### src/rtl/scp_pkg.sv
package scp_pkg;
  typedef enum logic [2:0] {
    ST_IDLE,
    ST_CMD,
    ST_WDATA,
    ST_RREQ,
    ST_RWAIT,
    ST_RDATA
  } scp_state_e;

  localparam logic MODE_SPI   = 1'b0;
  localparam logic MODE_SPORT = 1'b1;
endpackage

### src/rtl/scp_sync.sv
module scp_sync #(
  parameter int              W       = 1,
  parameter logic [W-1:0]    RST_VAL = '0
) (
  input  logic         clk_i,
  input  logic         rst_ni,
  input  logic [W-1:0] d_i,
  output logic [W-1:0] q_o
);
  for (genvar i = 0; i < W; i++) begin : g_bit
    logic s1_q, s2_q;
    always_ff @(posedge clk_i or negedge rst_ni) begin
      if (!rst_ni) begin
        s1_q <= RST_VAL[i];
        s2_q <= RST_VAL[i];
      end else begin
        s1_q <= d_i[i];
        s2_q <= s1_q;
      end
    end
    assign q_o[i] = s2_q;
  end
endmodule

### src/rtl/scp_edge.sv
module scp_edge (
  input  logic clk_i,
  input  logic rst_ni,
  input  logic lvl_i,
  output logic rise_o,
  output logic fall_o
);
  logic prev_q;
  always_ff @(posedge clk_i or negedge rst_ni) begin
    if (!rst_ni) prev_q <= 1'b0;
    else         prev_q <= lvl_i;
  end
  assign rise_o = lvl_i & ~prev_q;
  assign fall_o = ~lvl_i & prev_q;
endmodule

### src/rtl/scp_rx_ctrl.sv
module scp_rx_ctrl
  import scp_pkg::*;
#(
  parameter int DW = 16,
  parameter int AW = 8
) (
  input  logic          clk_i,
  input  logic          rst_ni,
  input  logic          sport_i,
  input  logic          sel_i,
  input  logic          fall_i,
  input  logic          sdi_i,
  input  logic          rfs_i,
  input  logic          tx_done_i,
  output logic          rd_active_o,
  output logic          load_o,
  output logic          re_o,
  output logic          we_o,
  output logic [AW-1:0] addr_o,
  output logic [DW-1:0] wdata_o
);
  localparam int             CW   = $clog2(DW);
  localparam logic [CW-1:0]  LAST = CW'(DW - 1);
  localparam logic [CW-1:0]  ONE  = CW'(1);

  scp_state_e    state_q;
  logic [DW-2:0] sh_q;
  logic [CW-1:0] cnt_q;
  logic [AW-1:0] addr_q;
  logic [DW-1:0] wdata_q;
  logic          we_q;

  logic          in_rx, restart, take, word_done;
  logic [DW-1:0] nxt_word;

  assign in_rx     = (state_q == ST_CMD) || (state_q == ST_WDATA);
  // a receive sync re-aligns the word in frame-sync mode
  assign restart   = sport_i & rfs_i;
  assign take      = fall_i & in_rx & (restart | ~sport_i | (cnt_q != '0));
  assign word_done = take & ~restart & (cnt_q == LAST);
  assign nxt_word  = {sh_q, sdi_i};

  always_ff @(posedge clk_i or negedge rst_ni) begin
    if (!rst_ni) begin
      state_q <= ST_IDLE;
      sh_q    <= '0;
      cnt_q   <= '0;
      addr_q  <= '0;
      wdata_q <= '0;
      we_q    <= 1'b0;
    end else begin
      we_q <= 1'b0;
      if (!sel_i) begin
        state_q <= ST_IDLE;
        cnt_q   <= '0;
      end else begin
        unique case (state_q)
          ST_IDLE: begin
            state_q <= ST_CMD;
            cnt_q   <= '0;
          end
          ST_CMD, ST_WDATA: begin
            if (take) begin
              sh_q  <= nxt_word[DW-2:0];
              if (restart)           cnt_q <= ONE;
              else if (cnt_q == LAST) cnt_q <= '0;
              else                   cnt_q <= cnt_q + 1'b1;
              if (word_done) begin
                if (state_q == ST_CMD) begin
                  addr_q  <= nxt_word[AW-1:0];
                  state_q <= nxt_word[DW-1] ? ST_RREQ : ST_WDATA;
                end else begin
                  wdata_q <= nxt_word;
                  we_q    <= 1'b1;
                  state_q <= ST_CMD;
                end
              end
            end
          end
          ST_RREQ:  state_q <= ST_RWAIT;
          ST_RWAIT: state_q <= ST_RDATA;
          ST_RDATA: begin
            if (tx_done_i) begin
              state_q <= ST_CMD;
              cnt_q   <= '0;
            end
          end
          default: state_q <= ST_IDLE;
        endcase
      end
    end
  end

  assign rd_active_o = (state_q == ST_RDATA);
  assign load_o      = (state_q == ST_RWAIT);
  assign re_o        = (state_q == ST_RREQ);
  assign we_o        = we_q;
  assign addr_o      = addr_q;
  assign wdata_o     = wdata_q;
endmodule

### src/rtl/scp_tx.sv
module scp_tx #(
  parameter int DW = 16
) (
  input  logic          clk_i,
  input  logic          rst_ni,
  input  logic          sport_i,
  input  logic          load_i,
  input  logic [DW-1:0] ld_data_i,
  input  logic          active_i,
  input  logic          rise_i,
  input  logic          fall_i,
  input  logic          tfs_i,
  output logic          sdo_o,
  output logic          oe_o,
  output logic          done_o
);
  localparam int            CW   = $clog2(DW);
  localparam logic [CW-1:0] LAST = CW'(DW - 1);

  logic [DW-1:0] sh_q;
  logic [CW-1:0] fcnt_q;
  logic          on_q, sdo_q, launch;

  // first launch waits for the transmit sync in frame-sync mode
  assign launch = rise_i & (on_q | ~sport_i | tfs_i);
  assign done_o = active_i & on_q & fall_i & (fcnt_q == LAST);

  always_ff @(posedge clk_i or negedge rst_ni) begin
    if (!rst_ni) begin
      sh_q   <= '0;
      fcnt_q <= '0;
      on_q   <= 1'b0;
      sdo_q  <= 1'b0;
    end else begin
      if (load_i) sh_q <= ld_data_i;
      if (!active_i) begin
        on_q   <= 1'b0;
        fcnt_q <= '0;
        sdo_q  <= 1'b0;
      end else begin
        if (launch) begin
          sdo_q <= sh_q[DW-1];
          sh_q  <= {sh_q[DW-2:0], 1'b0};
          on_q  <= 1'b1;
        end
        if (fall_i && on_q) begin
          if (fcnt_q == LAST) begin
            on_q   <= 1'b0;
            fcnt_q <= '0;
          end else begin
            fcnt_q <= fcnt_q + 1'b1;
          end
        end
      end
    end
  end

  assign sdo_o = sdo_q;
  assign oe_o  = on_q;
endmodule

### src/rtl/serial_ctrl_port.sv
module serial_ctrl_port
  import scp_pkg::*;
#(
  parameter int DW = 16,
  parameter int AW = 8
) (
  input  logic          clk_i,
  input  logic          rst_ni,
  input  logic          mode_i,
  input  logic          sclk_i,
  input  logic          sdi_i,
  input  logic          cs_ni,
  input  logic          rfs_i,
  input  logic          tfs_i,
  output logic          sdo_o,
  output logic          sdo_oe_o,
  output logic [AW-1:0] reg_addr_o,
  output logic [DW-1:0] reg_wdata_o,
  output logic          reg_we_o,
  output logic          reg_re_o,
  input  logic [DW-1:0] reg_rdata_i
);
  localparam int             IN_W   = 5;
  // order: sclk, sdi, cs_n, rfs, tfs
  localparam logic [IN_W-1:0] IN_RST = 5'b00100;

  logic [IN_W-1:0] raw, syn;
  logic sclk_s, sdi_s, cs_s, rfs_s, tfs_s;
  logic rise, fall, sport;
  logic rd_active, load, tx_done;

  assign raw   = {sclk_i, sdi_i, cs_ni, rfs_i, tfs_i};
  assign sport = (mode_i == MODE_SPORT);

  scp_sync #(.W(IN_W), .RST_VAL(IN_RST)) u_sync (
    .clk_i (clk_i),
    .rst_ni(rst_ni),
    .d_i   (raw),
    .q_o   (syn)
  );

  assign {sclk_s, sdi_s, cs_s, rfs_s, tfs_s} = syn;

  scp_edge u_edge (
    .clk_i (clk_i),
    .rst_ni(rst_ni),
    .lvl_i (sclk_s),
    .rise_o(rise),
    .fall_o(fall)
  );

  scp_rx_ctrl #(.DW(DW), .AW(AW)) u_rx (
    .clk_i      (clk_i),
    .rst_ni     (rst_ni),
    .sport_i    (sport),
    .sel_i      (~cs_s),
    .fall_i     (fall),
    .sdi_i      (sdi_s),
    .rfs_i      (rfs_s),
    .tx_done_i  (tx_done),
    .rd_active_o(rd_active),
    .load_o     (load),
    .re_o       (reg_re_o),
    .we_o       (reg_we_o),
    .addr_o     (reg_addr_o),
    .wdata_o    (reg_wdata_o)
  );

  scp_tx #(.DW(DW)) u_tx (
    .clk_i    (clk_i),
    .rst_ni   (rst_ni),
    .sport_i  (sport),
    .load_i   (load),
    .ld_data_i(reg_rdata_i),
    .active_i (rd_active),
    .rise_i   (rise),
    .fall_i   (fall),
    .tfs_i    (tfs_s),
    .sdo_o    (sdo_o),
    .oe_o     (sdo_oe_o),
    .done_o   (tx_done)
  );
endmodule

### config.mk
export PLATFORM = sky130hd
export DESIGN_NAME = serial_ctrl_port
export DESIGN_NICKNAME = d
export VERILOG_FILES = /design/src/rtl/scp_pkg.sv /design/src/rtl/scp_sync.sv /design/src/rtl/scp_edge.sv /design/src/rtl/scp_rx_ctrl.sv /design/src/rtl/scp_tx.sv /design/src/rtl/serial_ctrl_port.sv
export SDC_FILE = /design/constraint.sdc
export NUM_CORES = 1
export LEC_CHECK = 0
export BUFFER_PORTS_ARGS = -buffer_cell sky130_fd_sc_hd__clkbuf_2
export CAP_MARGIN = 25
export CORE_ASPECT_RATIO = 1.5
export CORE_UTILIZATION = 55
export CTS_CLUSTER_SIZE = 8
export DETAILED_ROUTE_END_ITERATION = 10
export PLACE_DENSITY = 0.77
export SLEW_MARGIN = 5
export SYNTH_ARGS = -nofsm -noshare
export SYNTH_HDL_FRONTEND = slang
export SYNTH_SLANG_ARGS = --single-unit
### constraint.sdc
create_clock -name clk_i -period 3.31 [get_ports clk_i]
set_input_delay 0.4965 -clock clk_i [delete_from_list [all_inputs] [get_ports clk_i]]
set_output_delay 0.4965 -clock clk_i [all_outputs]
set_load 0.05 [all_outputs]
==> results.json <==
{
  "drive_gt1_share_pct": 36.5,
  "synth_seq_cells": 80,
  "nets": 345,
  "chipWidth_um": 66.7,
  "gr-total-overflow": 0,
  "synth_top_area_share_pct": 56.5,
  "rsz0062_at_grt": "false",
  "startpoint_type": "flop",
  "rows": 35,
  "ys_types": 44,
  "clock_latency_ns": 0.35,
  "p_per_area_mw_per_mm2": 450,
  "outcome": "finished clean",
  "r2r-end": "u_tx.sh_q[8]$_DFF_PN0_",
  "slew_viol_final": 0,
  "num-fill-cells": 467,
  "viasPerCell": 5.50,
  "seq_area_frac_synth_pct": 58.0,
  "required_ns": 2.81,
  "cts_resized": 0,
  "end_kind": "primary output",
  "htree_num_levels": 3,
  "area_growth_pct": 14.0,
  "antenna_found_initial": 0,
  "crit_buf_inv": 1,
  "cts_tree": "built",
  "hold_class": "in2async",
  "ant_nets": 0,
  "peakVddDrop_mv": 0.368,
  "cp_slowest_cell": "dfrtp_1",
  "synth.avg_cell_area_um2": 13.0,
  "finalCritPeriodShare_pct": 63.2,
  "fin_crit_ns": 2.09,
  "insertedDiodeCount": 0,
  "pre_cts_ws_ns": 1.36,
  "io_pins": 52,
  "clkTransAtPathRegs_ns": 0.09,
  "synth.area.top_cells": "dfrtp_1 (56%), mux2_2 (9.1%), mux2i_1 (5.2%)",
  "syn_inst": 265,
  "drc": 0,
  "cts_hold_buf": 0,
  "drv_cap": 0,
  "core-area_mm2": 0.00609,
  "worst_pin_slew_ns": 0.926,
  "place_congestion": 0.758,
  "ff2ff_path_depth": 3,
  "pwr-share-comb_pct": 4.6,
  "switching_power_mw": 0.431,
  "first_pass_iters": 4,
  "portBuffers": 51,
  "wl_per_cell_um": 14.7,
  "vias": 2182,
  "skew_ns": 0.0162,
  "swShare_pct": 24.3,
  "drt_iter0_drc": 122,
  "cts_root_buf": "clkbuf_8",
  "p_int_mw": 1.34,
  "ys_warn_count": 0,
  "synth_top_family_by_area": "multiplexers",
  "place_area_mm2": 0.00373,
  "synthSimpleGateAreaFrac_pct": 11.9,
  "grt_pass1_vias": 2149,
  "cpPeakStageDelay_ns": 0.53,
  "yosys.area.top_type": "dfrtp_1",
  "cp_top_family": "flip-flops",
  "cp.arrival_ns": 1.60,
  "crit_chain": "nand2b_1 > nor2_1 > clkbuf_2",
  "synth_xor_xnor_area_share_pct": 0.507,
  "synth_compound_area_share_pct": 6.30,
  "grt_usage_pct": 19.7,
  "post-route-cell-area_mm2": 0.00394,
  "synthMuxAreaShare_pct": 19.0,
  "relSlewSlack_pct": 38.3,
  "numCtsBuffers": 9,
  "crit_type": "reg2out",
  "start_util_pct": 56.8,
  "fin_ws_ns": 1.22,
  "worstPathMaxFanout": 12,
  "finalHoldViolCount": 0,
  "post_cts_buffers": 0,
  "postSynthNetCount": 292,
  "clock_sinks": 80,
  "dp.final_hpwl_um": 4000,
  "synthAdderAreaFrac_pct": 1.09,
  "clkPwrFrac_pct": 37.4,
  "clk_path_buf_depth": 2,
  "die_h_um": 99.1,
  "wl_um": 5850,
  "syn_area_mm2": 0.00346,
  "leakage_nw": 1.88,
  "cp.depth": 3,
  "grt_max_degree": 81,
  "setup_viol": 0,
  "die_area_mm2": 0.00661,
  "grt_pass1_wl_um": 9820,
  "final.setup.tns_ns": 0,
  "reg2reg_slack_ns": 1.38,
  "r2r_start": "u_rx.state_q[2]$_DFFE_PN0P_",
  "pwr-share-seq_pct": 58.0,
  "max_freq_ghz": 0.478
}
==> registers in the layout, indices dropped and copies added, names as in the netlist <==
signal / flops
u_tx.fcnt_q: 4
u_tx.oe_o: 1
u_rx.state_q: 3
u_rx.we_o: 1
u_sync.g_bit.s2_q: 5
u_rx.cnt_q: 4
u_tx.sdo_o: 1
u_tx.sh_q: 16
u_rx.addr_o: 8
u_sync.g_bit.s1_q: 5
u_rx.sh_q: 15
u_rx.wdata_o: 16
u_edge.prev_q: 1
==> area by class of cell <==
cell class / count / area, µm² / area share (%)
flip-flops and latches: 80 / 2000 / 50.9
multi-input cells: 169 / 1340 / 34.0
repair buffers: 54 / 300 / 7.62
inverters: 4 / 15.0 / 0.381
well taps: 74 / 92.6 / 2.35
clock inverters: 6 / 50.0 / 1.27
clock buffers: 10 / 138 / 3.49
==> layer usage <==
layer / GRT usage, % / share of wire, % / vias to the layer above
met1: 25.9 / 45 / 1070
met5: 0 / 0 / -
met4: 9.82 / 2.0 / 0
met3: 4.13 / 4.6 / 11
met2: 30.7 / 49 / 61
li1: - / - / 1040
==> cells by family after synthesis <==
kind of cell	count (synthesis)
adder cells (fa/ha/maj)	3
buffers and inverters	16
AND/OR/NAND/NOR	72
multiplexers	57
XOR/XNOR	2
flip-flops	80
AO/OA/AOI/OAI	35
==> cells in the mapped netlist, drive strengths merged <==
master	n
inv	4
xor2	1
dfstp	2
nand2	25
mux2i	18
o211ai	3
a41oi	1
and3	3
ha	3
o31ai	1
nor4	1
clkbuf	3
nand3b	4
nand4b	5
o221ai	1
buf	9
xnor2	1
nor2b	1
o21ai	20
nand3	5
or2	1
a21oi	6
nor3	5
or3	2
a211oi	2
nand4	1
a31oi	1
nand2b	2
nor2	12
and2b	1
and3b	2
mux2	39
and2	2
dfrtp	78
==> cells in the final DEF (no fill, tap or decap), types with 2 or more instances in the layout <==
cell / n
dfrtp_1: 78
clkbuf_2: 50
mux2_2: 28
nand2_1: 24
o21ai_0: 20
mux2i_1: 18
nor2_1: 12
mux2_4: 10
clkbuf_8: 10
a21oi_1: 6
nand4b_1: 5
nand3_1: 5
inv_1: 4
nand3b_1: 4
nor3_1: 3
ha_1: 3
inv_6: 3
buf_4: 3
nand2b_1: 2
and3_1: 2
nor3_4: 2
and3b_1: 2
and2_1: 2
o211ai_1: 2
clkinvlp_4: 2
dfstp_2: 2
==> stage by stage <==
step	utilization, %	total power [mW]	cells	hold slack (ns)
5_1_grt	64.7	1.85	397	0.0211
2_1_floorplan	-	1.08	265	0.201
3_3_place_gp	61.2	1.12	380	0.334
6_report	64.7	1.77	397	0.0258
3_5_place_dp	61.2	1.13	380	0.335
4_1_cts	64.3	1.79	396	0.219
==> worst max-delay path by stage <==
stage                               endpoint  slack (ns)                   startpoint
floorplan                           reg_re_o        1.44  u_rx.state_q[2]$_DFFE_PN0P_
global placement    u_rx.sh_q[4]$_DFFE_PN0P_        1.45    u_rx.cnt_q[2]$_DFFE_PN0P_
detailed placement    u_tx.sh_q[8]$_DFF_PN0_        1.36  u_rx.state_q[2]$_DFFE_PN0P_
CTS                                 reg_re_o        1.18  u_rx.state_q[2]$_DFFE_PN0P_
global route                        reg_re_o        1.13  u_rx.state_q[2]$_DFFE_PN0P_
finish                              reg_re_o        1.22  u_rx.state_q[2]$_DFFE_PN0P_
==> power by group through the flow <==
stage / sequential (mW) / clock [mW] / combinational [mW]
after floorplan: 1.04 / 0 / 0.0425
after global placement: 1.05 / 0 / 0.0770
after detailed placement: 1.05 / 0 / 0.0792
after CTS: 1.03 / 0.680 / 0.0796
after global routing: 1.03 / 0.727 / 0.0906
final: 1.03 / 0.664 / 0.0817
No activity file was read; power rests on OpenSTA's default activity.
